### config.mk
export PLATFORM = sky130hd
export DESIGN_NAME = stripe_col_classifier
export DESIGN_NICKNAME = d
export VERILOG_FILES = /design/src/rtl/scp_pkg.sv /design/src/rtl/scp_edge_gate.sv /design/src/rtl/scp_pass_logic.sv /design/src/rtl/stripe_col_classifier.sv
export SDC_FILE = /design/constraint.sdc
export NUM_CORES = 1
export LEC_CHECK = 0
export CORE_UTILIZATION = 43
export CTS_CLUSTER_SIZE = 14
export DETAILED_ROUTE_END_ITERATION = 6
export HOLD_SLACK_MARGIN = 0.06
export PLACE_DENSITY = 0.8
export SYNTH_ARGS = -nofsm -noshare
export SYNTH_HDL_FRONTEND = slang
export SYNTH_SLANG_ARGS = --single-unit
### constraint.sdc
create_clock -name clk -period 2.16 [get_ports clk]
set_clock_uncertainty 0.2 [all_clocks]
set_input_delay 0.216 -clock clk [delete_from_list [all_inputs] [get_ports clk]]
set_output_delay 0.216 -clock clk [all_outputs]
set_load 0.1 [all_outputs]
### src/rtl/scp_pkg.sv
package scp_pkg;
  typedef enum logic [1:0] {
    PASS_SPP  = 2'd0,
    PASS_MRP  = 2'd1,
    PASS_CUP  = 2'd2,
    PASS_IDLE = 2'd3
  } pass_e;
endpackage

### src/rtl/scp_edge_gate.sv
module scp_edge_gate #(
  parameter int ROWS = 4
) (
  input  logic            first_col,
  input  logic            last_col,
  input  logic [ROWS-1:0] sig_left,
  input  logic [ROWS-1:0] sig_right,
  output logic [ROWS-1:0] side_hit,
  output logic            side_zero
);
  logic [ROWS-1:0] gl, gr;

  // zero forcing at the stripe's left and right ends
  assign gl = first_col ? '0 : sig_left;
  assign gr = last_col  ? '0 : sig_right;
  assign side_zero = ~|{gl, gr};

  // per-row horizontal/diagonal window, clipped at the stripe's top and bottom
  for (genvar i = 0; i < ROWS; i++) begin : g_row
    localparam int LO = (i > 0) ? i - 1 : i;
    localparam int HI = (i < ROWS - 1) ? i + 1 : i;
    assign side_hit[i] = (|gl[HI:LO]) | (|gr[HI:LO]);
  end
endmodule

### src/rtl/scp_pass_logic.sv
module scp_pass_logic
  import scp_pkg::*;
#(
  parameter int ROWS = 4
) (
  input  pass_e           pass,
  input  logic [ROWS-1:0] mag,
  input  logic [ROWS-1:0] sig_cur,
  input  logic [ROWS-1:0] refine,
  input  logic [ROWS-1:0] visited,
  input  logic [ROWS-1:0] side_hit,
  input  logic            side_zero,
  output logic [ROWS-1:0] spp,
  output logic [ROWS-1:0] mrp,
  output logic [ROWS-1:0] cup,
  output logic [ROWS-1:0] dec,
  output logic [ROWS-1:0] sig_nxt,
  output logic [ROWS-1:0] ref_nxt,
  output logic [ROWS-1:0] vis_nxt,
  output logic            rl
);
  logic [ROWS-1:0] below;

  // bit i carries the input significance of row i+1; bottom row sees zero
  assign below = sig_cur >> 1;

  always_comb begin
    logic up_bit;
    logic hit;
    spp     = '0;
    mrp     = '0;
    cup     = '0;
    dec     = '0;
    sig_nxt = sig_cur;
    ref_nxt = refine;
    up_bit  = 1'b0;
    hit     = 1'b0;
    for (int i = 0; i < ROWS; i++) begin
      // upper row uses its updated state, lower row its original state
      hit = side_hit[i] | up_bit | below[i];
      unique case (pass)
        PASS_SPP: if (!sig_cur[i] && hit) begin
          spp[i] = 1'b1;
          dec[i] = mag[i];
          if (mag[i]) sig_nxt[i] = 1'b1;
        end
        PASS_MRP: if (sig_cur[i] && !visited[i]) begin
          mrp[i]     = 1'b1;
          dec[i]     = mag[i];
          ref_nxt[i] = 1'b1;
        end
        PASS_CUP: if (!sig_cur[i] && !visited[i]) begin
          cup[i] = 1'b1;
          dec[i] = mag[i];
          if (mag[i]) sig_nxt[i] = 1'b1;
        end
        default: ;
      endcase
      up_bit = sig_nxt[i];
    end
  end

  always_comb begin
    unique case (pass)
      PASS_SPP: vis_nxt = visited | spp;
      PASS_CUP: vis_nxt = '0;
      default:  vis_nxt = visited;
    endcase
  end

  assign rl = (pass == PASS_CUP) && side_zero && (sig_cur == '0) && (visited == '0);
endmodule

### src/rtl/stripe_col_classifier.sv
module stripe_col_classifier
  import scp_pkg::*;
#(
  parameter int ROWS = 4
) (
  input  logic            clk,
  input  logic            rst_n,
  input  logic            in_valid,
  output logic            in_ready,
  input  logic [1:0]      in_pass,
  input  logic            in_first,
  input  logic            in_last,
  input  logic [ROWS-1:0] in_mag,
  input  logic [ROWS-1:0] in_sig_prev,
  input  logic [ROWS-1:0] in_sig_cur,
  input  logic [ROWS-1:0] in_sig_next,
  input  logic [ROWS-1:0] in_refine,
  input  logic [ROWS-1:0] in_visited,
  output logic            out_valid,
  input  logic            out_ready,
  output logic [ROWS-1:0] out_spp,
  output logic [ROWS-1:0] out_mrp,
  output logic [ROWS-1:0] out_cup,
  output logic [ROWS-1:0] out_dec,
  output logic            out_rl,
  output logic [ROWS-1:0] out_sig,
  output logic [ROWS-1:0] out_refine,
  output logic [ROWS-1:0] out_visited
);
  logic [ROWS-1:0] side_hit;
  logic            side_zero;
  logic [ROWS-1:0] c_spp, c_mrp, c_cup, c_dec, c_sig, c_ref, c_vis;
  logic            c_rl;
  logic            in_fire;
  pass_e           pass_q;

  assign pass_q   = pass_e'(in_pass);
  assign in_ready = !out_valid || out_ready;
  assign in_fire  = in_valid && in_ready;

  scp_edge_gate #(.ROWS(ROWS)) u_edge (
    .first_col (in_first),
    .last_col  (in_last),
    .sig_left  (in_sig_prev),
    .sig_right (in_sig_next),
    .side_hit  (side_hit),
    .side_zero (side_zero)
  );

  scp_pass_logic #(.ROWS(ROWS)) u_pass (
    .pass      (pass_q),
    .mag       (in_mag),
    .sig_cur   (in_sig_cur),
    .refine    (in_refine),
    .visited   (in_visited),
    .side_hit  (side_hit),
    .side_zero (side_zero),
    .spp       (c_spp),
    .mrp       (c_mrp),
    .cup       (c_cup),
    .dec       (c_dec),
    .sig_nxt   (c_sig),
    .ref_nxt   (c_ref),
    .vis_nxt   (c_vis),
    .rl        (c_rl)
  );

  always_ff @(posedge clk) begin
    if (!rst_n) begin
      out_valid   <= 1'b0;
      out_spp     <= '0;
      out_mrp     <= '0;
      out_cup     <= '0;
      out_dec     <= '0;
      out_rl      <= 1'b0;
      out_sig     <= '0;
      out_refine  <= '0;
      out_visited <= '0;
    end else if (in_fire) begin
      out_valid   <= 1'b1;
      out_spp     <= c_spp;
      out_mrp     <= c_mrp;
      out_cup     <= c_cup;
      out_dec     <= c_dec;
      out_rl      <= c_rl;
      out_sig     <= c_sig;
      out_refine  <= c_ref;
      out_visited <= c_vis;
    end else if (out_ready) begin
      out_valid <= 1'b0;
    end
  end


  hold_on_stall_chk: assert property (@(posedge clk) disable iff (!rst_n)
    out_valid && !out_ready |=> out_valid && $stable(out_spp) && $stable(out_mrp)
      && $stable(out_cup) && $stable(out_dec) && $stable(out_rl) && $stable(out_sig)
      && $stable(out_refine) && $stable(out_visited));


  one_pass_chk: assert property (@(posedge clk) disable iff (!rst_n)
    out_valid |-> ((out_spp & out_mrp) | (out_spp & out_cup) | (out_mrp & out_cup)) == '0);


  dec_member_chk: assert property (@(posedge clk) disable iff (!rst_n)
    out_valid |-> (out_dec & ~(out_spp | out_mrp | out_cup)) == '0);


  sig_keep_chk: assert property (@(posedge clk) disable iff (!rst_n)
    in_fire |=> (out_sig & $past(in_sig_cur)) == $past(in_sig_cur));


  cup_clear_chk: assert property (@(posedge clk) disable iff (!rst_n)
    in_fire && in_pass == 2'd2 |=> out_visited == '0);


  rl_cup_chk: assert property (@(posedge clk) disable iff (!rst_n)
    out_valid && out_rl |-> out_cup == '1);
endmodule

==> results.txt <==
die extent in x = 63.6 um
fmax = 490 MHz
CTS H-tree depth = 2
vias per cell = 5.36
Final Util = 73.7%
Port Buffer Count = 62
CP Data Required Time = 2.13 ns
final non-filler cell total = 344
status = completed
Pwr per Cell Area = 615 mW/mm2
arrival time at the worst endpoint = 2.01 ns
Finished Cell Area = 0.00255 mm2
Slew headroom = 68.0%
Post-DP Area = 0.00246 mm2
R2R Setup Slk = 0.60 ns
initial core utilization = 47.0%
final worst slack = 0.120 ns
number of diodes = 0
drc violations = 0
Setup TNS Final = 0 ns
Die Ht = 63.6 um
root buffer cell = clkbuf_8
Reg area = 604 um2
die area = 0.00404 mm2
min Tclk post-route = 2.04 ns
DR pass1 iterations = 4
routed length per instance = 14.4 um
Yosys reg bits = 30
share of cells above drive strength 1 = 27.9%
Worst-path clk slew = 0.07 ns
Crit. End Element = flip-flop
Clock Sink Count = 30
Detail Route Antenna Nets = 0
dpl cells = 336
Worst Hold Class = flip-flop to flip-flop
r2r startpoint = out_valid
core footprint = 0.00347 mm2
initial detailed-routing violation count = 127
period utilisation layout = 94.5%
async set or reset register ratio after synthesis = 0%
Synthesized Nets = 243
crit start category = primary input
final layout net count = 333
Hold Worst Slack = 0.256 ns
Crit Path Category = primary input to flip-flop
post-synth design cell area = 0.00163 mm2
Slew @ Worst Pin = 0.467 ns
hold depth = 2
CP Max Fanout = 6
Clk Latency, worst-skew pair = 0.27 ns
Top Ports = 63
Row Count = 21
RSZ-0062 raised after global routing = false
Detailed Route WL = 4.96 mm
Reg2Reg Depth = 6
top_reg_cell synth = dfxtp_1
clock buffer depth = 2
yosys warns = 0
WHS Endpoint = out_mrp[0]
Max IR drop VDD = 602 uV
# setup viols final = 0
Netlist cell types = 47
Post-synth EDFFs = 0
sequential fraction of the synthesis area = 36.9%
MaxCap Viol Count = 0
leakage dissipation = 1.09 nW
GRT Util Overall = 26.5%
Post-CTS Setup Inserts = 0
syn_area_per_cell = 7.87 um2
Num CTS Buffers = 5
vias in the first global route = 1871
Hold Crit Start = out_mrp[0]
Placement Setup Slack = -0.292 ns
GRT Residual Overflow = 0
Slew Limit Fails = 0
routed via count = 1845
CTS tree = done
multi-input logic area = 960 um2
fillers = 292
# hold bufs at CTS = 0
r2r endpoint = out_spp[1]
global-route wire length before repair = 8.40 mm
half-perimeter wire length after placement = 3.79 mm
largest net degree at the start of global routing = 40
initial antenna violation count = 0
GP Congestion = 0.924
overall power = 1.57 mW
Cells after Synth = 207
final-report hold violation count = 0
Layout Area Growth over Synthesis = 56.8%
-- where the power goes --
group	switching, mW	internal (mW)
Clock	0.203	0.257
Combinational	0.337	0.182
Sequential	0.0141	0.578
Total	0.554	1.02
-- placed cells by master (no fill, tap or decap), types with 2 or more instances in the layout --
master           count
nand2b_1             2
a22oi_1              2
a2111oi_0            2
or2_2                2
nand2_1             23
and2_1               2
o21ai_0             15
nor2_1              19
nor3b_1              4
a31oi_1              4
ha_1                 4
o21ba_2              2
and2b_1              2
and3b_1              2
buf_12               2
inv_1                8
a211oi_1             4
buf_4               61
nor2b_1              3
clkbuf_8             6
or3_1                2
nand3_1              6
nor3_1               8
a21oi_1             24
and3_1               2
clkdlybuf4s50_1     31
dfxtp_1             29
-- logic make-up after synthesis --
| logic type | count (synthesis) | synth area share (%) |
|---|---|---|
| simple gates | 85 | 26.8 |
| compound gates | 67 | 27.6 |
| flops | 30 | 36.9 |
| buf+inv | 20 | 5.07 |
| fa+ha+maj | 4 | 3.07 |
| mux | 1 | 0.614 |
-- timing repair --
item,4_1_cts,5_1_grt
pin swaps,0,2
endpoints found under the hold margin,0,0
gates resized for setup,1,0
endpoints found under the setup margin,1,10
-- worst max-delay path by stage --
stage               depth (start not counted)        endpoint  startpoint  slack, ns
global route                                8  out_visited[2]  in_pass[0]       0.02
floorplan                                   6      out_cup[0]   out_valid       0.15
finish                                      8  out_visited[2]  in_pass[0]       0.12
CTS                                         8  out_visited[2]  in_pass[0]     0.0004
global placement                            8  out_visited[2]  in_pass[0]      -0.23
detailed placement                          8  out_visited[2]  in_pass[0]      -0.29
-- sequential cells by signal, indices dropped and copies added, names as in the netlist --
register / cells
out_spp: 4
out_dec: 4
out_valid: 1
out_visited: 4
out_mrp: 4
out_sig: 4
out_refine: 4
out_cup: 4
out_rl: 1
-- routing by layer --
| metal | track usage (%) | wire [um] | vias to the layer above |
|---|---|---|---|
| met5 | 0 | 0 | - |
| met4 | 7.10 | 56 | 0 |
| met3 | 5.25 | 264 | 8 |
| met2 | 46.8 | 2420 | 61 |
| met1 | 32.3 | 2220 | 859 |
| li1 | - | - | 917 |
-- synth_stat cells, types with 2 or more instances --
master / number / area [um2]
a2111oi_0: 2 / 17.5
or3_1: 2 / 12.5
nor3_1: 8 / 40.0
and2_1: 2 / 12.5
nor3b_1: 4 / 30.0
nand2_1: 23 / 86.3
a31oi_1: 4 / 25.0
a22oi_1: 2 / 15.0
nand3_1: 6 / 30.0
clkbuf_1: 10 / 37.5
nor2_1: 19 / 71.3
a21oi_1: 24 / 120
o21ai_0: 15 / 75.1
and3_1: 2 / 12.5
nor4_1: 2 / 12.5
a211oi_1: 4 / 30.0
dfxtp_1: 30 / 601
or2_2: 2 / 12.5
nand2b_1: 3 / 18.8
nor2b_1: 3 / 18.8
o21ba_2: 2 / 20.0
and3b_1: 2 / 17.5
and2b_1: 2 / 15.0
ha_1: 4 / 50.1
inv_1: 8 / 30.0
-- critical path: stages --
cell,delay [ns]
clkdlybuf4s50_1,0.48
inv_1,0.06
ha_1,0.22
and3b_1,0.21
a2111oi_4,0.33
a211oi_4,0.18
o211ai_2,0.22
a31oi_1,0.10
-- final cells by class --
| class | instances | area share [%] |
|---|---|---|
| clock buffers | 7 | 3.38 |
| well taps | 46 | 2.25 |
| repair buffers | 94 | 31.6 |
| multi-input cells | 157 | 37.6 |
| clock inverters | 1 | 0.196 |
| flip-flops and latches | 30 | 23.7 |
| inverters | 9 | 1.32 |
No activity file was read; power rests on OpenSTA's default activity.
